### src/rtl/uart_irq_pkg.sv
package uart_irq_pkg;

  // strobes from control to datapath for the holding-empty pending flag
  typedef struct packed {
    logic setPend;
    logic clrPend;
  } threStrb_t;

  localparam int NUM_SRC = 5;

  localparam logic [3:0] CODE_NONE  = 4'h1;
  localparam logic [3:0] CODE_LINE  = 4'h6;
  localparam logic [3:0] CODE_TMO   = 4'hC;
  localparam logic [3:0] CODE_RDA   = 4'h4;
  localparam logic [3:0] CODE_THRE  = 4'h2;
  localparam logic [3:0] CODE_MODEM = 4'h0;

  // source index 0 is the most urgent
  function automatic logic [3:0] srcCode(input int idx);
    case (idx)
      0:       srcCode = CODE_LINE;
      1:       srcCode = CODE_TMO;
      2:       srcCode = CODE_RDA;
      3:       srcCode = CODE_THRE;
      default: srcCode = CODE_MODEM;
    endcase
  endfunction

endpackage

### src/rtl/uart_irq_ctrl.sv
module uart_irq_ctrl
  import uart_irq_pkg::*;
(
  input  logic       clk,
  input  logic       rstN,
  input  logic       ierWrEn,
  input  logic [7:0] ierWrData,
  input  logic       thrEmpty,
  input  logic       holdDrained,
  input  logic       thrWr,
  input  logic       iirRd,
  input  logic       txFifoRst,
  input  logic [3:0] iirCodeQ,
  output logic [3:0] ierMask,
  output threStrb_t  threStrb
);

  localparam int IER_BITS = 4;

  logic [IER_BITS-1:0] ierReg;
  logic ierRise1;
  logic ierFall1;
  logic readHit;

  always_ff @(posedge clk or negedge rstN) begin
    if (!rstN) ierReg <= '0;
    else if (ierWrEn) ierReg <= ierWrData[IER_BITS-1:0];
  end

  always_comb begin
    ierRise1 = ierWrEn && ierWrData[1] && !ierReg[1];
    ierFall1 = ierWrEn && !ierWrData[1] && ierReg[1];
    readHit  = iirRd && (iirCodeQ == CODE_THRE);
    threStrb.setPend = holdDrained || txFifoRst || (ierRise1 && thrEmpty);
    threStrb.clrPend = thrWr || readHit || ierFall1;
  end

  assign ierMask = ierReg;

endmodule

### src/rtl/uart_irq_dp.sv
module uart_irq_dp
  import uart_irq_pkg::*;
#(
  parameter int CNT_W = 5
) (
  input  logic             clk,
  input  logic             rstN,
  input  logic [3:0]       ierMask,
  input  threStrb_t        threStrb,
  input  logic             fifoEn,
  input  logic [3:0]       lineErr,
  input  logic             dataReady,
  input  logic [CNT_W-1:0] rxCount,
  input  logic [CNT_W-1:0] rxTrigLevel,
  input  logic             timeoutPend,
  input  logic [3:0]       msrDelta,
  output logic             threPendQ,
  output logic [7:0]       iirQ,
  output logic             irqOut
);

  logic [NUM_SRC-1:0] srcHit;
  logic [3:0]         codeNext;
  logic               rdaOk;

  // pending flag: set has priority over clear
  always_ff @(posedge clk or negedge rstN) begin
    if (!rstN) threPendQ <= 1'b0;
    else if (threStrb.setPend) threPendQ <= 1'b1;
    else if (threStrb.clrPend) threPendQ <= 1'b0;
  end

  always_comb begin
    rdaOk     = dataReady && (!fifoEn || (rxCount >= rxTrigLevel));
    srcHit[0] = ierMask[2] && (|lineErr);
    srcHit[1] = ierMask[0] && timeoutPend;
    srcHit[2] = ierMask[0] && rdaOk;
    srcHit[3] = ierMask[1] && threPendQ;
    srcHit[4] = ierMask[3] && (|msrDelta);
  end

  // walk from lowest rank upward so the highest hit wins
  always_comb begin
    codeNext = CODE_NONE;
    for (int i = NUM_SRC - 1; i >= 0; i--) begin
      if (srcHit[i]) codeNext = srcCode(i);
    end
  end

  always_ff @(posedge clk or negedge rstN) begin
    if (!rstN) begin
      iirQ   <= {4'h0, CODE_NONE};
      irqOut <= 1'b0;
    end else begin
      iirQ   <= {{2{fifoEn}}, 2'b00, codeNext};
      irqOut <= (codeNext != CODE_NONE);
    end
  end

endmodule

### src/rtl/uart_irq_ident.sv
module uart_irq_ident
  import uart_irq_pkg::*;
#(
  parameter int FIFO_DEPTH = 16,
  localparam int CNT_W = $clog2(FIFO_DEPTH + 1)
) (
  input  logic             clk,
  input  logic             rstN,
  input  logic             ierWrEn,
  input  logic [7:0]       ierWrData,
  output logic [7:0]       ierQ,
  input  logic             fifoEn,
  input  logic [3:0]       lineErr,
  input  logic             dataReady,
  input  logic [CNT_W-1:0] rxCount,
  input  logic [CNT_W-1:0] rxTrigLevel,
  input  logic             timeoutPend,
  input  logic [3:0]       msrDelta,
  input  logic             thrEmpty,
  input  logic             holdDrained,
  input  logic             thrWr,
  input  logic             iirRd,
  input  logic             txFifoRst,
  output logic             threPendQ,
  output logic [7:0]       iirQ,
  output logic             irqOut
);

  logic [3:0] ierMask;
  threStrb_t  threStrb;

  uart_irq_ctrl u_ctrl (
    .clk        (clk),
    .rstN       (rstN),
    .ierWrEn    (ierWrEn),
    .ierWrData  (ierWrData),
    .thrEmpty   (thrEmpty),
    .holdDrained(holdDrained),
    .thrWr      (thrWr),
    .iirRd      (iirRd),
    .txFifoRst  (txFifoRst),
    .iirCodeQ   (iirQ[3:0]),
    .ierMask    (ierMask),
    .threStrb   (threStrb)
  );

  uart_irq_dp #(.CNT_W(CNT_W)) u_dp (
    .clk        (clk),
    .rstN       (rstN),
    .ierMask    (ierMask),
    .threStrb   (threStrb),
    .fifoEn     (fifoEn),
    .lineErr    (lineErr),
    .dataReady  (dataReady),
    .rxCount    (rxCount),
    .rxTrigLevel(rxTrigLevel),
    .timeoutPend(timeoutPend),
    .msrDelta   (msrDelta),
    .threPendQ  (threPendQ),
    .iirQ       (iirQ),
    .irqOut     (irqOut)
  );

  assign ierQ = {4'h0, ierMask};

endmodule

### config.mk
export PLATFORM = sky130hd
export DESIGN_NAME = uart_irq_ident
export DESIGN_NICKNAME = d
export VERILOG_FILES = /design/src/rtl/uart_irq_pkg.sv /design/src/rtl/uart_irq_ctrl.sv /design/src/rtl/uart_irq_dp.sv /design/src/rtl/uart_irq_ident.sv
export SDC_FILE = /design/constraint.sdc
export NUM_CORES = 1
export LEC_CHECK = 0
export BUFFER_PORTS_ARGS = -buffer_cell sky130_fd_sc_hd__buf_4
export CAP_MARGIN = 15
export CORE_ASPECT_RATIO = 1.1
export CORE_MARGIN = 2
export CORE_UTILIZATION = 40
export DETAILED_ROUTE_END_ITERATION = 8
export PLACE_DENSITY_LB_ADDON = 0.25
export REMOVE_ABC_BUFFERS = 1
export SYNTH_ARGS = -nofsm -noshare
export SYNTH_HDL_FRONTEND = slang
export SYNTH_SLANG_ARGS = --single-unit
### constraint.sdc
create_clock -name clk -period 2.02 [get_ports clk]
set_input_delay 0.202 -clock clk [delete_from_list [all_inputs] [get_ports clk]]
set_output_delay 0.202 -clock clk [all_outputs]
set_load 0.1 [all_outputs]
# ---- Word level (Yosys, flattened, before mapping)
# Cells that the tools add are included.
dict set report totals {
  inputBits 37
  register_bits 11
  output_inout_bits 18
  wordCells 37
}
dict set report classes {
  mux 7
  reduce_logical 23
  n_eq_ne 2
  order_cmp 1
}
# operator count
set ops {}
lappend ops {{$logic_and A1 B1 Y1} 12}
lappend ops {{$mux W4} 2}
lappend ops {{$reduce_or A4 Y1} 2}
lappend ops {{$ge A5 B5 Y1} 1}
lappend ops {{$logic_or A1 B1 Y1} 5}
lappend ops {{$eq A4 B2 Y1 const B} 1}
lappend ops {{$ne A4 B1 Y1 const B} 1}
lappend ops {{$logic_not A1 Y1} 3}
lappend ops {{$mux W1} 3}
lappend ops {{$mux W3} 1}
lappend ops {{$mux W2} 1}
lappend ops {{$reduce_bool A2 Y1} 1}

# ---- Longest topological paths before layout
dict set report depth {
  word_depth 8
  ltp_mapped 6
  mapped_depth_nobuf 6
}

# ---- Modules after synthesis
# A second synthesis with hierarchy kept.
dict set report unflattened {
  cells_unflattened 62
  area_unflattened_um2 668.1
}
# mod n_inst seq_area_each_um2 cells_per_inst area_per_inst_um2
set modules_own_cells {}
lappend modules_own_cells {uart_irq_dp 1 176.4 43 446.7}
lappend modules_own_cells {uart_irq_ctrl 1 100.1 14 187.7}
lappend modules_own_cells {uart_irq_ident 1 0.0 5 33.8}

# ---- Worst setup path after synthesis
# OpenSTA, ideal clock, no wires.
dict set report synth_timing {
  kind {register to register}
  startpoint {register u_ctrl.ierReg[0] (netlist: u_ctrl.ierMask[0])}
  endpoint {register u_dp.iirQ[1]}
  synth_period_minus_slack_ns 1.744
  n_path_buf 0
  stages_incl_launch_ff 5
  required_ns 1.899
  setup_time_ns 0.121
  path_slack_ns 0.276
  arrival_time_ns 1.623
  path_cell_list {dfrtp_1 > nand2_1 > a31oi_1 > a311oi_2 > a31o_2}
}
dict set report synth_via {
  elab_chain_len 4
  elab_cells_between_ends 5
  classes_between {mux: 3; reduce/logical: 2}
}
# item line
set synth_lines {}
lappend synth_lines {{start: declaration} uart_irq_ctrl.sv:20} ;# logic [IER_BITS-1:0] ierReg;
lappend synth_lines {{start signal: assignment} uart_irq_ctrl.sv:27} ;# else if (ierWrEn) ierReg <= ierWrData[IER_BITS-1:0];
lappend synth_lines {{$logic_and A1 B1 Y1} uart_irq_dp.sv:37} ;# srcHit[2] = ierMask[0] && rdaOk;
lappend synth_lines {{$mux W3} uart_irq_dp.sv:46} ;# if (srcHit[i]) codeNext = srcCode(i);
lappend synth_lines {{$mux W4 (*) (2 in series)} uart_irq_dp.sv:46}
lappend synth_lines {{named net u_dp.codeNext[1]} uart_irq_dp.sv:23} ;# logic [3:0] codeNext;
lappend synth_lines {{end signal: assignment} uart_irq_dp.sv:52} ;# iirQ <= {4'h0, CODE_NONE};
lappend synth_lines {{end signal: assignment} uart_irq_dp.sv:55} ;# iirQ <= {{2{fifoEn}}, 2'b00, codeNext};
lappend synth_lines {{end: declaration} uart_irq_dp.sv:18} ;# output logic [7:0] iirQ,
# The timed path passes the listed nets; every way through them passes the cells marked *.
# A chain may end at the register's enable or synchronous reset.

# ---- Final worst setup path
dict set report layout_timing {
  startpoint {register u_dp.iirQ[0]}
  endpoint {output port iirQ[0]}
}
# item line
set layout_lines {}
lappend layout_lines {{end: declaration} uart_irq_ident.sv:25} ;# output logic [7:0] iirQ,
# No word-level cell between the ends.

==> flow_summary.ini <==
[sta]
finalCriticalPeriod_ps = 1270
clock.fmax_mhz = 789
slew_violations = 0
finalSetupViolCount = 0
timing.hold.ws_ps = 56.0
fin_crit_sh = 0.627
fin_skew_ps = 2.43
finalHoldViolations = 0
rsz0062_at_grt = false
setup_tns_ps = 0

[pwr]
p_per_area_mw_per_mm2 = 763
pwr-share-seq = 0.335
ir_drop_mv = 0.441
p_switching_mw = 0.349
combPwrFrac = 0.477
cellLeakagePower_nw = 0.522
p_int_mw = 0.422
switching_share = 0.453
finalPower_mw = 0.772
clkPwrFrac = 0.188

[layout]
area_growth_pct = 53.9
layout.nets = 150
layout-drive-gt1-share = 0.533
multi_input_area_um2 = 320
final_area_mm2 = 0.00101
fillerInstances = 141
diodes = 0
regArea_um2 = 277

[clock_tree]
clockRootBuffer = clkbuf_4
cts_resized = 0
cts.clk_slew.worst_paths_ps = 70
cts.sinks = 11
htree_levels = 1
cts_max_path_buffers = 2
clk_latency_ps = 260
cts_buffers = 3
cts_tree = done

[critical_path]
crit_family = flip-flops
critPathLaunch = u_dp.iirQ[0]$_DFF_PN1_
ff2ff_path_depth = 4
path_class = register to output pin
cp_slowest_cell = dfstp_2
timing.rr.end = u_dp.irqOut$_DFF_PN0_
arrival_ps = 1070
r2r_start = u_ctrl.ierMask[0]$_DFFE_PN0P_
path_cells = buf_4
endpoint_kind = output pin
cp-start-kind = register
cp_max_fo = 2
critPathRequiredTime_ps = 1820
critPathBufInv = 1
critical_path.max_stage_delay_ps = 530
r2r_setup_slack_ps = 800

[run_status]
outcome = completed

[min_path]
holdCritStartpoint = fifoEn
hp-class = input port to register
whs_path_depth = 1
whs_endpoint = u_dp.iirQ[6]$_DFF_PN0_

[synthesis]
postSynthAreaPerCell_um2 = 10.9
ys_ff_latch = 11
ys_seq_area_frac = 0.421
synth_cell_type_count = 25
syn_inst = 60
async_reset_ff_frac = 1.00
yosys.area.top_type_share = 0.381
synth_edf_count = 0
yosysTopAreaCell = dfrtp_1
netlist_area_um2 = 657
ys.flop_type = dfrtp_1
ys_warn_count = 0
ys_top_cells_by_area = dfrtp_1 38%, ha_1 9.5%, buf_4 8.0%

[die]
die-width_um = 42.6
core_area_mm2 = 0.00156
rows = 15
dieHeight_um = 46.5
die_area_mm2 = 0.00198
ios = 55
initial_core_util = 0.422

[place]
placed_cell_area_um2 = 975
gp_congestion = 0.693
port_buffers = 44
hpwlAfterDp_um = 1220

[detailed_routing]
postRouteAntennaNets = 0
drtIter0Drc = 7
wire_per_inst_um = 11.1
routed_wl_um = 1370
vias_per_cell = 4.88
vias = 605
drt_first_pass_iters = 4
drcViolationCount = 0

[global_route]
overflow = 0
grt_pass1_wl_um = 2170
grt_util_all_layers = 0.148
antenna_found_initial = 0
grt_pass1_vias = 547
grt_max_degree = 12

[run]
drv_cap = 0
cell usage after synthesis (2+ instances only):
master	count
dfrtp_1	10
buf_4	7
inv_1	7
nand2_1	6
ha_1	5
mux2_2	4
and2_1	2
nand4b_1	2
area by class of cell:
cell class | count | area share
Multi-Input combinational cell | 40 | 0.317
Timing Repair Buffer | 45 | 0.337
Sequential cell | 11 | 0.274
Inverter | 7 | 0.0260
Tap cell | 17 | 0.0210
Clock buffer | 4 | 0.0260
placed cells by master (no fill, tap or decap), types with 2 or more instances in the layout:
cell      Yosys  routed
mux2_2        4       4
nand4b_1      2       2
clkbuf_4      0       3
inv_1         7       7
and2_1        2       2
dfrtp_1      10      10
conb_1        1       6
nand2_1       6       6
buf_4         7      44
ha_1          5       5
state kept, by name (all words and copies together), names as in the netlist:
signal and cells:
u_dp.irqOut 1, u_dp.iirQ 5, u_ctrl.ierMask 4, u_dp.threPendQ 1
metal layers:
layer / wire (um) / up-vias / part of all wire / track usage
li1: - / 294 / - / -
met1: 450 / 284 / 0.33 / 0.133
met2: 796 / 25 / 0.58 / 0.309
met3: 106 / 2 / 0.077 / 0.0314
met4: 19 / 0 / 0.014 / 0.0750
met5: 0 / - / 0 / 0
kinds of logic after synthesis:
logic type | share of synthesized area
and+or+nand+nor | 0.168
buffers and inverters | 0.120
DFF | 0.421
AOI/OAI and AO/OA | 0.122
adders and majority gates | 0.0952
muxes | 0.0686
other | 0.00571
power groups by stage:
stage                     Clock [mW]  Sequential [mW]  Combinational [mW]
after floorplan                    0            0.421               0.105
after global placement             0            0.262               0.364
after detailed placement           0            0.263               0.369
after CTS                      0.155            0.258               0.370
after global routing           0.166            0.262               0.384
final                          0.145            0.258               0.368
what timing repair did:
action / in CTS / in global routing
hold endpoints to repair: 11 / 0
hold buffers: 1 / 0
setup buffers: 0 / 0
metrics by stage:
stage                     instances  setup WS, ps  utilization
after floorplan                  58           276            -
after global placement          119           568        0.626
after detailed placement        119           518        0.626
after CTS                       124           742        0.649
after global routing            124           708        0.649
final                           124           753        0.649
how the worst max path moves through the flow:
stage	endpoint	depth (start not counted)
floorplan	u_dp.iirQ[1]$_DFF_PN0_	4
global placement	u_dp.irqOut$_DFF_PN0_	6
detailed placement	u_dp.irqOut$_DFF_PN0_	6
CTS	iirQ[0]	1
global route	iirQ[0]	1
finish	iirQ[0]	1
No activity file was read; power rests on OpenSTA's default activity.
